<file path="src/rtl/alu8_pkg.sv">
package alu8_pkg;

    localparam int DW   = 8;
    localparam int WW   = 2 * DW;
    localparam int HB   = DW / 2;
    localparam int SELW = $clog2(DW);
    localparam int IMMW = 6;
    localparam int OPW  = 5;

    // status bit positions
    localparam int FI = 7;
    localparam int FT = 6;
    localparam int FH = 5;
    localparam int FS = 4;
    localparam int FV = 3;
    localparam int FN = 2;
    localparam int FZ = 1;
    localparam int FC = 0;

    typedef enum logic [OPW-1:0] {
        OP_NOP  = 5'd0,  OP_ADD  = 5'd1,  OP_ADC  = 5'd2,  OP_SUB  = 5'd3,
        OP_AND  = 5'd4,  OP_OR   = 5'd5,  OP_XOR  = 5'd6,  OP_COM  = 5'd7,
        OP_NEG  = 5'd8,  OP_INC  = 5'd9,  OP_DEC  = 5'd10, OP_LSL  = 5'd11,
        OP_LSR  = 5'd12, OP_ASR  = 5'd13, OP_ROL  = 5'd14, OP_ROR  = 5'd15,
        OP_SWAP = 5'd16, OP_BST  = 5'd17, OP_BLD  = 5'd18, OP_BSET = 5'd19,
        OP_BCLR = 5'd20, OP_ADIW = 5'd21, OP_SRW  = 5'd22
    } op_e;

    typedef struct packed {
        logic [DW-1:0] sreg;
    } state_t;

    function automatic logic is_arith(op_e op);
        return op inside {OP_ADD, OP_ADC, OP_SUB, OP_NEG, OP_INC, OP_DEC, OP_ADIW};
    endfunction

endpackage

</file>
<file path="src/rtl/alu8_arith.sv">
module alu8_arith
    import alu8_pkg::*;
(
    input  op_e               op,
    input  logic [DW-1:0]     a,
    input  logic [DW-1:0]     b,
    input  logic [IMMW-1:0]   imm,
    input  logic [DW-1:0]     f_in,
    output logic [DW-1:0]     res,
    output logic [WW-1:0]     word,
    output logic [DW-1:0]     f_out
);

    localparam logic [DW-1:0] ONE  = {{(DW-1){1'b0}}, 1'b1};
    localparam logic [DW-1:0] MAXP = {1'b0, {(DW-1){1'b1}}};
    localparam logic [DW-1:0] MINN = {1'b1, {(DW-1){1'b0}}};

    logic [DW:0]   sum;
    logic [HB:0]   lo;
    logic [WW:0]   wsum;
    logic [DW-1:0] x;
    logic [DW-1:0] y;
    logic          cin;

    always_comb begin
        f_out = f_in;
        wsum  = {1'b0, b, a} + {{(WW+1-IMMW){1'b0}}, imm};
        word  = wsum[WW-1:0];
        res   = a;
        sum   = '0;
        lo    = '0;
        x     = a;
        y     = b;
        cin   = (op == OP_ADC) ? f_in[FC] : 1'b0;

        unique case (op)
            OP_ADD, OP_ADC: begin
                sum = {1'b0, a} + {1'b0, b} + {{DW{1'b0}}, cin};
                lo  = {1'b0, a[HB-1:0]} + {1'b0, b[HB-1:0]} + {{HB{1'b0}}, cin};
                res = sum[DW-1:0];
                f_out[FC] = sum[DW];
                f_out[FH] = lo[HB];
                f_out[FV] = (a[DW-1] == b[DW-1]) && (res[DW-1] != a[DW-1]);
            end
            OP_SUB, OP_NEG: begin
                x   = (op == OP_NEG) ? '0 : a;
                y   = (op == OP_NEG) ? a  : b;
                sum = {1'b0, x} - {1'b0, y};
                lo  = {1'b0, x[HB-1:0]} - {1'b0, y[HB-1:0]};
                res = sum[DW-1:0];
                f_out[FC] = sum[DW];
                f_out[FH] = lo[HB];
                f_out[FV] = (x[DW-1] != y[DW-1]) && (res[DW-1] != x[DW-1]);
            end
            OP_INC: begin
                res = a + ONE;
                f_out[FV] = (a == MAXP);
            end
            OP_DEC: begin
                res = a - ONE;
                f_out[FV] = (a == MINN);
            end
            default: ;
        endcase

        if (op == OP_ADIW) begin
            res       = wsum[DW-1:0];
            f_out[FC] = wsum[WW];
            f_out[FV] = !b[DW-1] && wsum[WW-1];
            f_out[FN] = wsum[WW-1];
            f_out[FZ] = (wsum[WW-1:0] == '0);
        end else begin
            f_out[FN] = res[DW-1];
            f_out[FZ] = (res == '0);
        end
        f_out[FS] = f_out[FN] ^ f_out[FV];
    end

endmodule

</file>
<file path="src/rtl/alu8_bits.sv">
module alu8_bits
    import alu8_pkg::*;
(
    input  op_e               op,
    input  logic [DW-1:0]     a,
    input  logic [DW-1:0]     b,
    input  logic [SELW-1:0]   sel,
    input  logic [DW-1:0]     f_in,
    output logic [DW-1:0]     res,
    output logic [DW-1:0]     f_out
);

    logic upd;
    logic shv;

    always_comb begin
        f_out = f_in;
        res   = a;
        upd   = 1'b0;
        shv   = 1'b0;

        unique case (op)
            OP_AND:  begin res = a & b; f_out[FV] = 1'b0; upd = 1'b1; end
            OP_OR:   begin res = a | b; f_out[FV] = 1'b0; upd = 1'b1; end
            OP_XOR:  begin res = a ^ b; f_out[FV] = 1'b0; upd = 1'b1; end
            OP_COM:  begin
                res = ~a;
                f_out[FC] = 1'b1;
                f_out[FV] = 1'b0;
                upd = 1'b1;
            end
            OP_LSL, OP_ROL: begin
                res = {a[DW-2:0], (op == OP_ROL) ? f_in[FC] : 1'b0};
                f_out[FC] = a[DW-1];
                f_out[FH] = a[HB-1];
                shv = 1'b1;
            end
            OP_LSR:  begin res = {1'b0, a[DW-1:1]};      f_out[FC] = a[0]; shv = 1'b1; end
            OP_ASR:  begin res = {a[DW-1], a[DW-1:1]};   f_out[FC] = a[0]; shv = 1'b1; end
            OP_ROR:  begin res = {f_in[FC], a[DW-1:1]};  f_out[FC] = a[0]; shv = 1'b1; end
            OP_SWAP: res = {a[HB-1:0], a[DW-1:HB]};
            OP_BST:  f_out[FT] = a[sel];
            OP_BLD:  res[sel] = f_in[FT];
            OP_BSET: f_out[sel] = 1'b1;
            OP_BCLR: f_out[sel] = 1'b0;
            OP_SRW:  f_out = a;
            default: ;
        endcase

        if (shv) begin
            f_out[FN] = res[DW-1];
            f_out[FV] = res[DW-1] ^ f_out[FC];
            upd = 1'b1;
        end
        if (upd) begin
            f_out[FN] = res[DW-1];
            f_out[FZ] = (res == '0);
            f_out[FS] = f_out[FN] ^ f_out[FV];
        end
    end

endmodule

</file>
<file path="src/rtl/alu8_core.sv">
module alu8_core
    import alu8_pkg::*;
(
    input  logic              clk,
    input  logic              rst_n,
    input  logic [OPW-1:0]    op_i,
    input  logic [DW-1:0]     a_i,
    input  logic [DW-1:0]     b_i,
    input  logic [SELW-1:0]   sel_i,
    input  logic [IMMW-1:0]   imm_i,
    output logic [DW-1:0]     result_o,
    output logic [WW-1:0]     word_o,
    output logic [DW-1:0]     flags_o
);

    op_e           op;
    state_t        st_d;
    state_t        st_q;
    logic [DW-1:0] ar_res;
    logic [DW-1:0] ar_flg;
    logic [DW-1:0] bt_res;
    logic [DW-1:0] bt_flg;
    logic [WW-1:0] ar_word;

    assign op = op_e'(op_i);

    alu8_arith u_arith (
        .op    (op),
        .a     (a_i),
        .b     (b_i),
        .imm   (imm_i),
        .f_in  (st_q.sreg),
        .res   (ar_res),
        .word  (ar_word),
        .f_out (ar_flg)
    );

    alu8_bits u_bits (
        .op    (op),
        .a     (a_i),
        .b     (b_i),
        .sel   (sel_i),
        .f_in  (st_q.sreg),
        .res   (bt_res),
        .f_out (bt_flg)
    );

    always_comb begin
        st_d = st_q;
        if (is_arith(op)) begin
            st_d.sreg = ar_flg;
            result_o  = ar_res;
        end else begin
            st_d.sreg = bt_flg;
            result_o  = bt_res;
        end
        word_o  = ar_word;
        flags_o = st_q.sreg;
    end

    always_ff @(posedge clk) begin
        if (!rst_n) begin
            st_q <= '0;
        end else begin
            st_q <= st_d;
        end
    end

endmodule

</file>
<file path="config.mk">
export PLATFORM = sky130hd
export DESIGN_NAME = alu8_core
export DESIGN_NICKNAME = d
export VERILOG_FILES = /design/src/rtl/alu8_pkg.sv /design/src/rtl/alu8_arith.sv /design/src/rtl/alu8_bits.sv /design/src/rtl/alu8_core.sv
export SDC_FILE = /design/constraint.sdc
export NUM_CORES = 1
export LEC_CHECK = 0
export BUFFER_PORTS_ARGS = -buffer_cell sky130_fd_sc_hd__buf_2
export CAP_MARGIN = 15
export CORE_UTILIZATION = 24
export DETAILED_ROUTE_END_ITERATION = 16
export PLACE_DENSITY = 0.4
export SLEW_MARGIN = 40
export SYNTH_ARGS = -nofsm -noshare
export SYNTH_HDL_FRONTEND = slang
export SYNTH_SLANG_ARGS = --single-unit
</file>
<file path="constraint.sdc">
create_clock -name clk -period 8 [get_ports clk]
set_input_delay 1.6 -clock clk [delete_from_list [all_inputs] [get_ports clk]]
set_output_delay 1.6 -clock clk [all_outputs]
set_load 0.02 [all_outputs]
</file>
==> Yosys cells after proc, flatten, opt, wreduce, memory -nomap -nowiden <==
Index checks and enable logic that the tools add are counted.
{ "word_totals": {"inputBits": 32, "out_inout_bits": 32, "regBits": 8} }
{ "classes": {"reduce_logical": 23, "add_sub_neg": 9, "magnitude_cmp": 2, "mux": 33, "n_eq_ne": 30, "bitwise": 11} }
{ "op_table": {"columns": ["operator", "n"], "rows": [
  ["$pmux 8 s10", 1],
  ["$eq 5x4->1 const B", 8],
  ["$eq 5x5->1 const B", 7],
  ["$mux 8", 4],
  ["$pmux 8 s4", 1],
  ["$eq 5x3->1 const B", 4],
  ["$add 16x6->17", 1],
  ["$and 8x8->8", 2],
  ["$logic_not 16->1", 1],
  ["$logic_not 8->1", 2],
  ["$not 8->8", 2],
  ["$or 8x8->8", 2],
  ["$pmux 1 s4", 4],
  ["$eq 5x2->1 const B", 2],
  ["$mux 1", 10],
  ["$reduce_bool 5->1", 2],
  ["$add 8x8->9", 1],
  ["$add 9x1->9", 1],
  ["$sub 8x8->9", 1],
  ["$add 8x1->8 const B", 1],
  ["$bwmux 8", 1],
  ["$eq 8x7->1 const B", 1],
  ["$eq 8x8->1 const B", 1],
  ["$reduce_or 4->1", 2],
  ["other kinds (31)", 46]
]} }

==> Logic depth before layout (Yosys ltp) <==
Gate-level depths: netlist of run 1.
{ "depth": {"ltp_word": 12, "mapped_depth": 17, "mapped_depth_nobuf": 15} }

==> By module <==
A second synthesis of run 1 with hierarchy kept.
{ "hier_totals": {"cells_unflattened": 656, "area_unflattened_um2": 4610.7} }
{ "by_module_without_submodules": {"columns": ["mod", "cells_per_inst", "instances", "area_per_inst_um2"], "rows": [
  ["alu8_arith", 319, 1, 2244.7],
  ["alu8_bits", 288, 1, 1906.8],
  ["alu8_core", 49, 1, 459.2]
]} }

==> Worst setup path before layout of run 1 <==
OpenSTA, ideal clock, no wires.
{ "synth_path": {"path_kind": "input port to output port", "from": "input op_i[1]", "to": "output result_o[6]", "arrival_ns": 5.261, "path_stages": 15, "required_ns": 6.400, "slack_ns": 1.139, "path_cell_list": "buf_2 > buf_6 > nor4b_4 > clkbuf_1 > nand2_1 > o21ai_0 > ha_1 > inv_1 > fa_1 > nand3_1 > a21o_1 > a21oi_1 > nor3b_1 > a2111oi_2 > a2111oi_0"} }
{ "synth_via": {"elab_chain_len": 6, "word_cells_on_any_way": 31, "cone_classes": "add/sub (2); eq/ne (18); mux (7); reduce/logical (4)"} }
{ "synth_rtl": {"columns": ["item", "line_no", "text"], "rows": [
  ["start, declared", "alu8_core.sv:6", "input logic [OPW-1:0] op_i,"],
  ["$eq 5x2->1 / $eq 5x4->1 (equally long branches)", null, null],
  ["$mux 1 (tied with other cells)", "alu8_arith.sv:34", "cin = (op == OP_ADC) ? f_in[FC] : 1'b0;"],
  ["$add 9x1->9 / $sub 8x8->9 (equally long branches)", "alu8_arith.sv:38, alu8_arith.sv:48", null],
  ["$pmux 8 s4", "alu8_arith.sv:36", "unique case (op)"],
  ["$mux 8", "alu8_arith.sv:66", "if (op == OP_ADIW) begin"],
  ["$mux 8 (*)", "alu8_core.sv:50", "if (is_arith(op)) begin"],
  ["end, declared", "alu8_core.sv:11", "output logic [DW-1:0] result_o,"]
]} }
Mark *: on every way between the ends. The rest lies on a longest branch, timed or not.

==> Final worst setup path of run 1 <==
{ "layout_path": {"from": "input op_i[3]", "to": "output result_o[7]"} }
Same word-level chain as after synthesis.

==> results of run 1 <==
layout make-up:
type	count	area, um2
well taps	220	275
repair buffers	68	353
multi-input cells	499	3600
fillers	1891	12000
clock buffers	3	75.1
flip-flops and latches	8	160
inverters	34	128
per-layer routing:
layer | track usage (%) | vias up | wire, um
met2 | 32.5 | 189 | 8140
met5 | 0 | - | 0
li1 | - | 2248 | -
met4 | 6.77 | 0 | 575
met1 | 29.2 | 2282 | 8620
met3 | 2.15 | 28 | 977
stage by stage:
| step | setup slack, ns | instance area [um2] | power, mW | hold slack, ns |
|---|---|---|---|---|
| after floorplan | 1.14 | 4080 | 0.250 | 0.614 |
| final | 1.32 | 4590 | 0.439 | 0.526 |
| after global routing | 1.04 | 4590 | 0.464 | 0.556 |
| after CTS | 1.34 | 4590 | 0.436 | 0.539 |
| after global placement | 1.42 | 4510 | 0.344 | 0.513 |
| after detailed placement | 1.37 | 4510 | 0.342 | 0.528 |
synth_stat cells (7+ instances only):
cell type,n
and3_1,9
nand3b_1,10
ha_1,38
a21oi_1,32
o211ai_1,9
nand2_1,48
o21a_1,9
xnor2_1,27
dfxtp_1,8
nor2b_1,11
nor3_1,20
o22ai_1,7
nand4_1,9
a31oi_1,7
clkbuf_1,23
a211oi_1,12
inv_1,33
a22oi_1,11
buf_2,15
o21ai_0,42
mux2i_1,13
nand3_1,8
nand2b_1,7
nor2_1,48
how the worst max path moves through the flow:
stage	from	to	slack, ns	cells after the start
floorplan	op_i[1]	result_o[6]	1.14	15
global placement	op_i[3]	result_o[6]	1.42	16
detailed placement	op_i[3]	result_o[6]	1.37	16
CTS	op_i[3]	result_o[6]	1.34	16
global route	op_i[3]	result_o[6]	1.04	16
finish	op_i[3]	result_o[7]	1.32	15
cells by family (layout without fill, tap and decap cells):
| kind of cell | count (synthesis) | after routing |
|---|---|---|
| AO/OA/AOI/OAI | 195 | 195 |
| AND/OR/NAND/NOR | 210 | 210 |
| multiplexers | 18 | 18 |
| buffers and inverters | 77 | 105 |
| XOR/XNOR | 33 | 33 |
| adder cells (fa/ha/maj) | 43 | 43 |
| flip-flops | 8 | 8 |
power by group:
group / internal [mW] / leakage [nW] / total, mW / switching [mW]
clock network: 0.0653 / 0.0370 / 0.0928 / 0.0275
registers: 0.0435 / 0.0658 / 0.0477 / 0.00413
logic: 0.105 / 1.74 / 0.298 / 0.193
==> results by group, run 1 <==
Status
  – Status: completed

Final layout
  – Core Util, Final: 27.7%
  – Most frequent cells in the layout: 63 x buf_2, 48 x nor2_1, 48 x nand2_1
  – Antenna diodes: 0
  – Fraction of layout cells with a size suffix above 1: around 16%
  – Final-stage net count: around 700
  – Commonest non-fill, non-tap cell in the layout: buf_2
  – Area delta synth->final: 12.4%
  – Largest register FFs: 8
  – Non-filler cells, final: 832

CTS
  – Post-CTS setup buffer count: 0
  – Clk buf depth: 2
  – Cts repair resizes: 0
  – Clk_lat worst skew: 0.24 ns
  – CTS Sinks: 8
  – H-tree Lvls: 1
  – Clock-pin slew of the registers on the worst-case setup and hold paths: 0.05 ns
  – CTS tree: yes
  – Root buf cell: clkbuf_16
  – Hold buffers post-CTS: 0
  – Total CTS buffers: 3

Global routing
  – Antenna violations before repair: 0
  – Vias in the first global route: 4529
  – GRT Resource Usage Total: 20.6%
  – Global route overflow: 0
  – First-pass GRT wire length: 28100 um
  – Largest net degree at the start of global routing: 44

Synthesis
  – Synth Area in XOR/XNOR: around 7%
  – Area share of the largest cell type after synthesis: 11.6%
  – Post-synthesis sequential area ratio: under 10%
  – Post-synthesis adder-cell area fraction: 14.1%
  – Post-synth ARST share: 0%
  – Top_reg_cell synth: dfxtp_1
  – Yosys warnings: 0
  – Post-synth cell types: 85
  – Synthesized area per cell: 6.99 um2
  – Mapped Nets: 659
  – Largest family of logic cells by synthesized area: compound AO/OA/AOI/OAI gates
  – Number of flops mapped to enable cells by yosys: 0
  – Mux contribution to synthesized area: 4.84%
  – Synth top area cells: ha_1 12%, xnor2_1 5.8%, o21ai_0 5.1%, nand2_1 4.4%, nor2_1 4.4%
  – Yosys reg bits: 8
  – Synth Area in Compound Gates: between 30% and 40%
  – Synth area leader: ha_1
  – Post-Synth Simple-Gate Area: 28.4%
  – Synthesized instance count: between 500 and 600
  – Synth Cell Area: 0.00408 mm2

Critical path
  – CP Data Required Time: 6.40 ns
  – R2r setup slk: about 4.6 ns
  – Reg2reg end: flags_o[1]$_SDFFE_PN0P_
  – Setup crit start kind: input port
  – Crit path buf inv count: 4
  – CP top delay family: buffers and inverters
  – WS Path Type: input port to output pin
  – CP Data Arrival Time: 5.08 ns
  – CP max stage cell: buf_2
  – Setup crit end kind: output pin
  – CP max FO: 31
  – Crit-path cells: buf_2, inv_2, nor4b_4, buf_4, mux2i_1, ha_1, nor2b_1, o31a_1, o41a_1, o21ai_0, nand3b_1, nand3_1, nand2_1, nand2_1, buf_2
  – CP max stage delay: 0.44 ns
  – Worst r2r path cells: 12
  – RR Startpoint: flags_o[0]$_SDFFE_PN0P_

Timing
  – Max Fclk: 0.150 GHz
  – Crit path time final: 6.68 ns
  – Final Hold Vio Count: 0
  – Final slew viol count: 0
  – Fin Setup TNS: 0 ns
  – Slew @ Worst Pin: 0.807 ns
  – Period utilization: 83.5%
  – Final Setup Violations: 0
  – Setup Skew: 0.00546 ns
  – RSZ-0062 raised after global routing: false
  – Relative slew slack: 45.8%

Floorplan
  – Die H: 132 um
  – Initial Util: 24.6%
  – Ports: 64
  – Core Region: 0.0166 mm2
  – Die Area: 0.0175 mm2
  – Die width: 132 um
  – Rows: 47

Power
  – Peak supply drop: 50.8 uV
  – Power Density: 95.6 mW/mm2
  – Leakage power: 1.85 nW

Routing
  – Vias/cell: between 5 and 6
  – Detail Route Antenna Nets: 0
  – WL per Instance: 22.0 um
  – Number of remaining DRC errors: 0
  – Initial DRC count: 472
  – Vias: 4747
  – Detailed Route WL: 18300 um
  – DRT Pass-1 Iters: 5

Place
  – Number of port buffers: 63
  – Placed cells: 829
  – Post-DP HPWL: 14400 um
  – Gpl congestion: 0.960

Worst hold path
  – Hold path start: flags_o[5]$_SDFFE_PN0P_
  – End of the worst hold path: flags_o[5]$_SDFFE_PN0P_
  – Min-Delay Path Class: flip-flop to flip-flop
  – Worst Hold Depth: 1

Flow run
  – Total of max-cap violations: 0
No activity file was read; power rests on OpenSTA's default activity.
==> inputs of run 2 (changes only) <==
clock period = 6.46 ns   (was 8 ns; I/O delays follow)
==> results by group, run 2 (synthesis results as in run 1) <==
Status
  – Status: completed

Power
  – Clock Power Share: 20.5% (-0.7 points)
  – Seq pwr share: 10.9% (about the same)
  – Sw power: 0.279 mW (+24%)
  – Comb pwr share: 68.7% (+0.7 points)
  – Leakage power: 1.88 nW (+1.6%)
  – Sw Ratio: 51.2% (-0.14 points)
  – Int Power: 0.267 mW (+25%)
  – Power Density: 118 mW/mm2 (+23%)
  – Peak supply drop: 84.7 uV (+67%)
  – Total power: 0.546 mW (+25%)

Global routing
  – GRT Resource Usage Total: 20.9% (+0.24 points)
  – First-pass GRT wire length: 28400 um (+1.0%)
  – Met1 Usage GRT: 27.9% (-1.3 points)
  – Vias in the first global route: 4607 (+1.7%)
  – M3 GR Usage: 3.95% (+1.8 points)
  – Antenna violations before repair: 0 (unchanged)
  – Global route overflow: 0 (unchanged)
  – GR peak layer: met2
  – Largest net degree at the start of global routing: 35 (-20%)
  – GR Util met2: 33.4% (+0.91 points)

CTS
  – Root buf cell: clkbuf_16
  – Post-CTS setup buffer count: 0 (unchanged)
  – Hold buffers post-CTS: 0 (unchanged)
  – Total CTS buffers: 3 (unchanged)
  – H-tree Lvls: 1 (unchanged)
  – Cts repair resizes: 0 (unchanged)
  – Clk buf depth: 2 (unchanged)
  – CTS Sinks: 8 (unchanged)
  – CTS tree: yes
  – Clk_lat worst skew: 0.24 ns (about the same)
  – Clock-pin slew of the registers on the worst-case setup and hold paths: 0.05 ns (about the same)

Floorplan
  – Initial Util: 24.6% (unchanged)
  – Die H: 132 um (unchanged)
  – Die Area: 0.0175 mm2 (unchanged)
  – Rows: 47 (unchanged)
  – Ports: 64 (unchanged)
  – Die width: 132 um (unchanged)
  – Core Region: 0.0166 mm2 (unchanged)

Critical path
  – Setup crit end kind: output pin
  – CP Data Arrival Time: 4.58 ns (-0.50 ns)
  – CP Data Required Time: 5.17 ns (-1.23 ns)
  – Worst r2r path cells: 12 (unchanged)
  – R2r setup slk: 3.00 ns (-1.62 ns)
  – WS Path Type: input port to output pin
  – Crit path capture: result_o[7]
  – CP max FO: 10 (-68%)
  – Reg2reg end: flags_o[1]$_SDFFE_PN0P_
  – CP startpoint: op_i[4]
  – RR Startpoint: flags_o[0]$_SDFFE_PN0P_
  – Setup crit start kind: input port

Final layout
  – Most frequent cells in the layout: 63 x buf_2, 48 x nor2_1, 48 x nand2_1
  – Core Util, Final: 28.0% (+0.30 points)
  – Largest register FFs: 8 (unchanged)
  – Final-stage net count: 695 (+0.87%)
  – Area delta synth->final: 13.6%
  – Fillers: 1868 (-1.2%)
  – Antenna diodes: 0 (unchanged)
  – Commonest non-fill, non-tap cell in the layout: buf_2
  – Fraction of layout cells with a size suffix above 1: 16.7% (+0.98 points)

Timing
  – Final Hold Vio Count: 0 (unchanged)
  – RSZ-0062 raised after global routing: false
  – Final slew viol count: 0 (unchanged)
  – Setup Skew: 0.00824 ns (+0.00278 ns)
  – Crit path time final: 5.87 ns
  – Hold WS: 0.535 ns (+0.00940 ns)
  – Fin Setup TNS: 0 ns (unchanged)
  – Period utilization: 90.8%
  – Relative slew slack: 41.4% (-4.4 points)
  – Final Setup Violations: 0 (unchanged)
  – Slew @ Worst Pin: 0.870 ns (+0.0629 ns)
  – Max Fclk: 0.170 GHz

Routing
  – Vias/cell: 5.80 (+1.7%)
  – DRT Pass-1 Iters: 5 (unchanged)
  – Vias: 4863 (+2.4%)
  – Initial DRC count: 510 (+8.1%)
  – Number of remaining DRC errors: 0 (unchanged)
  – Detailed Route WL: 18600 um (+1.3%)
  – WL per Instance: 22.1 um (+0.56%)
  – Detail Route Antenna Nets: 0 (unchanged)

Place
  – Gpl congestion: 0.917 (-4.5%)
  – Number of port buffers: 63 (unchanged)
  – Post-DP HPWL: 14600 um (+1.4%)

Worst hold path
  – Hold path start: flags_o[5]$_SDFFE_PN0P_
  – Min-Delay Path Class: flip-flop to flip-flop

Flow run
  – Total of max-cap violations: 0 (unchanged)
-- run 2: how the worst min path moves through the flow --
stage	cells past startpoint	end	slack, ns
after CTS	1	flags_o[5]$_SDFFE_PN0P_	0.54
after floorplan	2	flags_o[2]$_SDFFE_PN0P_	0.61
after detailed placement	1	flags_o[5]$_SDFFE_PN0P_	0.53
after global routing	2	flags_o[2]$_SDFFE_PN0P_	0.58
final	1	flags_o[5]$_SDFFE_PN0P_	0.54
after global placement	1	flags_o[5]$_SDFFE_PN0P_	0.52
-- run 2: power by group through the flow --
stage	Sequential (mW)	Combinational, mW	Clock [mW]
2_1_floorplan	0.0631	0.246	0
3_3_place_gp	0.0600	0.369	0
3_5_place_dp	0.0601	0.368	0
4_1_cts	0.0592	0.370	0.114
5_1_grt	0.0599	0.403	0.116
6_report	0.0593	0.375	0.112
-- run 2: final cells by class --
type / instances / area (um2) / area share, %
Multi-Input combinational cell: 499 / 3600 / 77.7
Timing Repair Buffer: 74 / 398 / 8.58
Sequential cell: 8 / 160 / 3.45
Tap cell: 220 / 275 / 5.94
Clock buffer: 3 / 75.1 / 1.62
Inverter: 34 / 128 / 2.75
-- run 2: routing by layer --
metal  vias up  share of wire [%]
met3        35                7.6
met5         -                  0
met1      2326                 44
met4         0                3.4
met2       241                 45
li1       2261                  -
-- run 2: metrics by stage --
stage	cells	cell area (um2)	setup slack [ns]
detailed placement	835	4560	0.605
finish	838	4640	0.591
CTS	838	4640	0.605
global placement	835	4560	0.704
floorplan	584	4080	0.215
global route	838	4640	0.369
-- run 2: critical path: stages --
cell	delay, ns
buf_2	0.11
nor2_1	0.24
nor4b_4	0.56
buf_4	0.30
mux2i_1	0.20
ha_1	0.30
o21a_1	0.19
o31a_1	0.13
o41a_1	0.40
o21ai_0	0.18
nand3b_1	0.17
nand3_1	0.20
nand2_1	0.09
nand2_1	0.06
buf_2	0.16
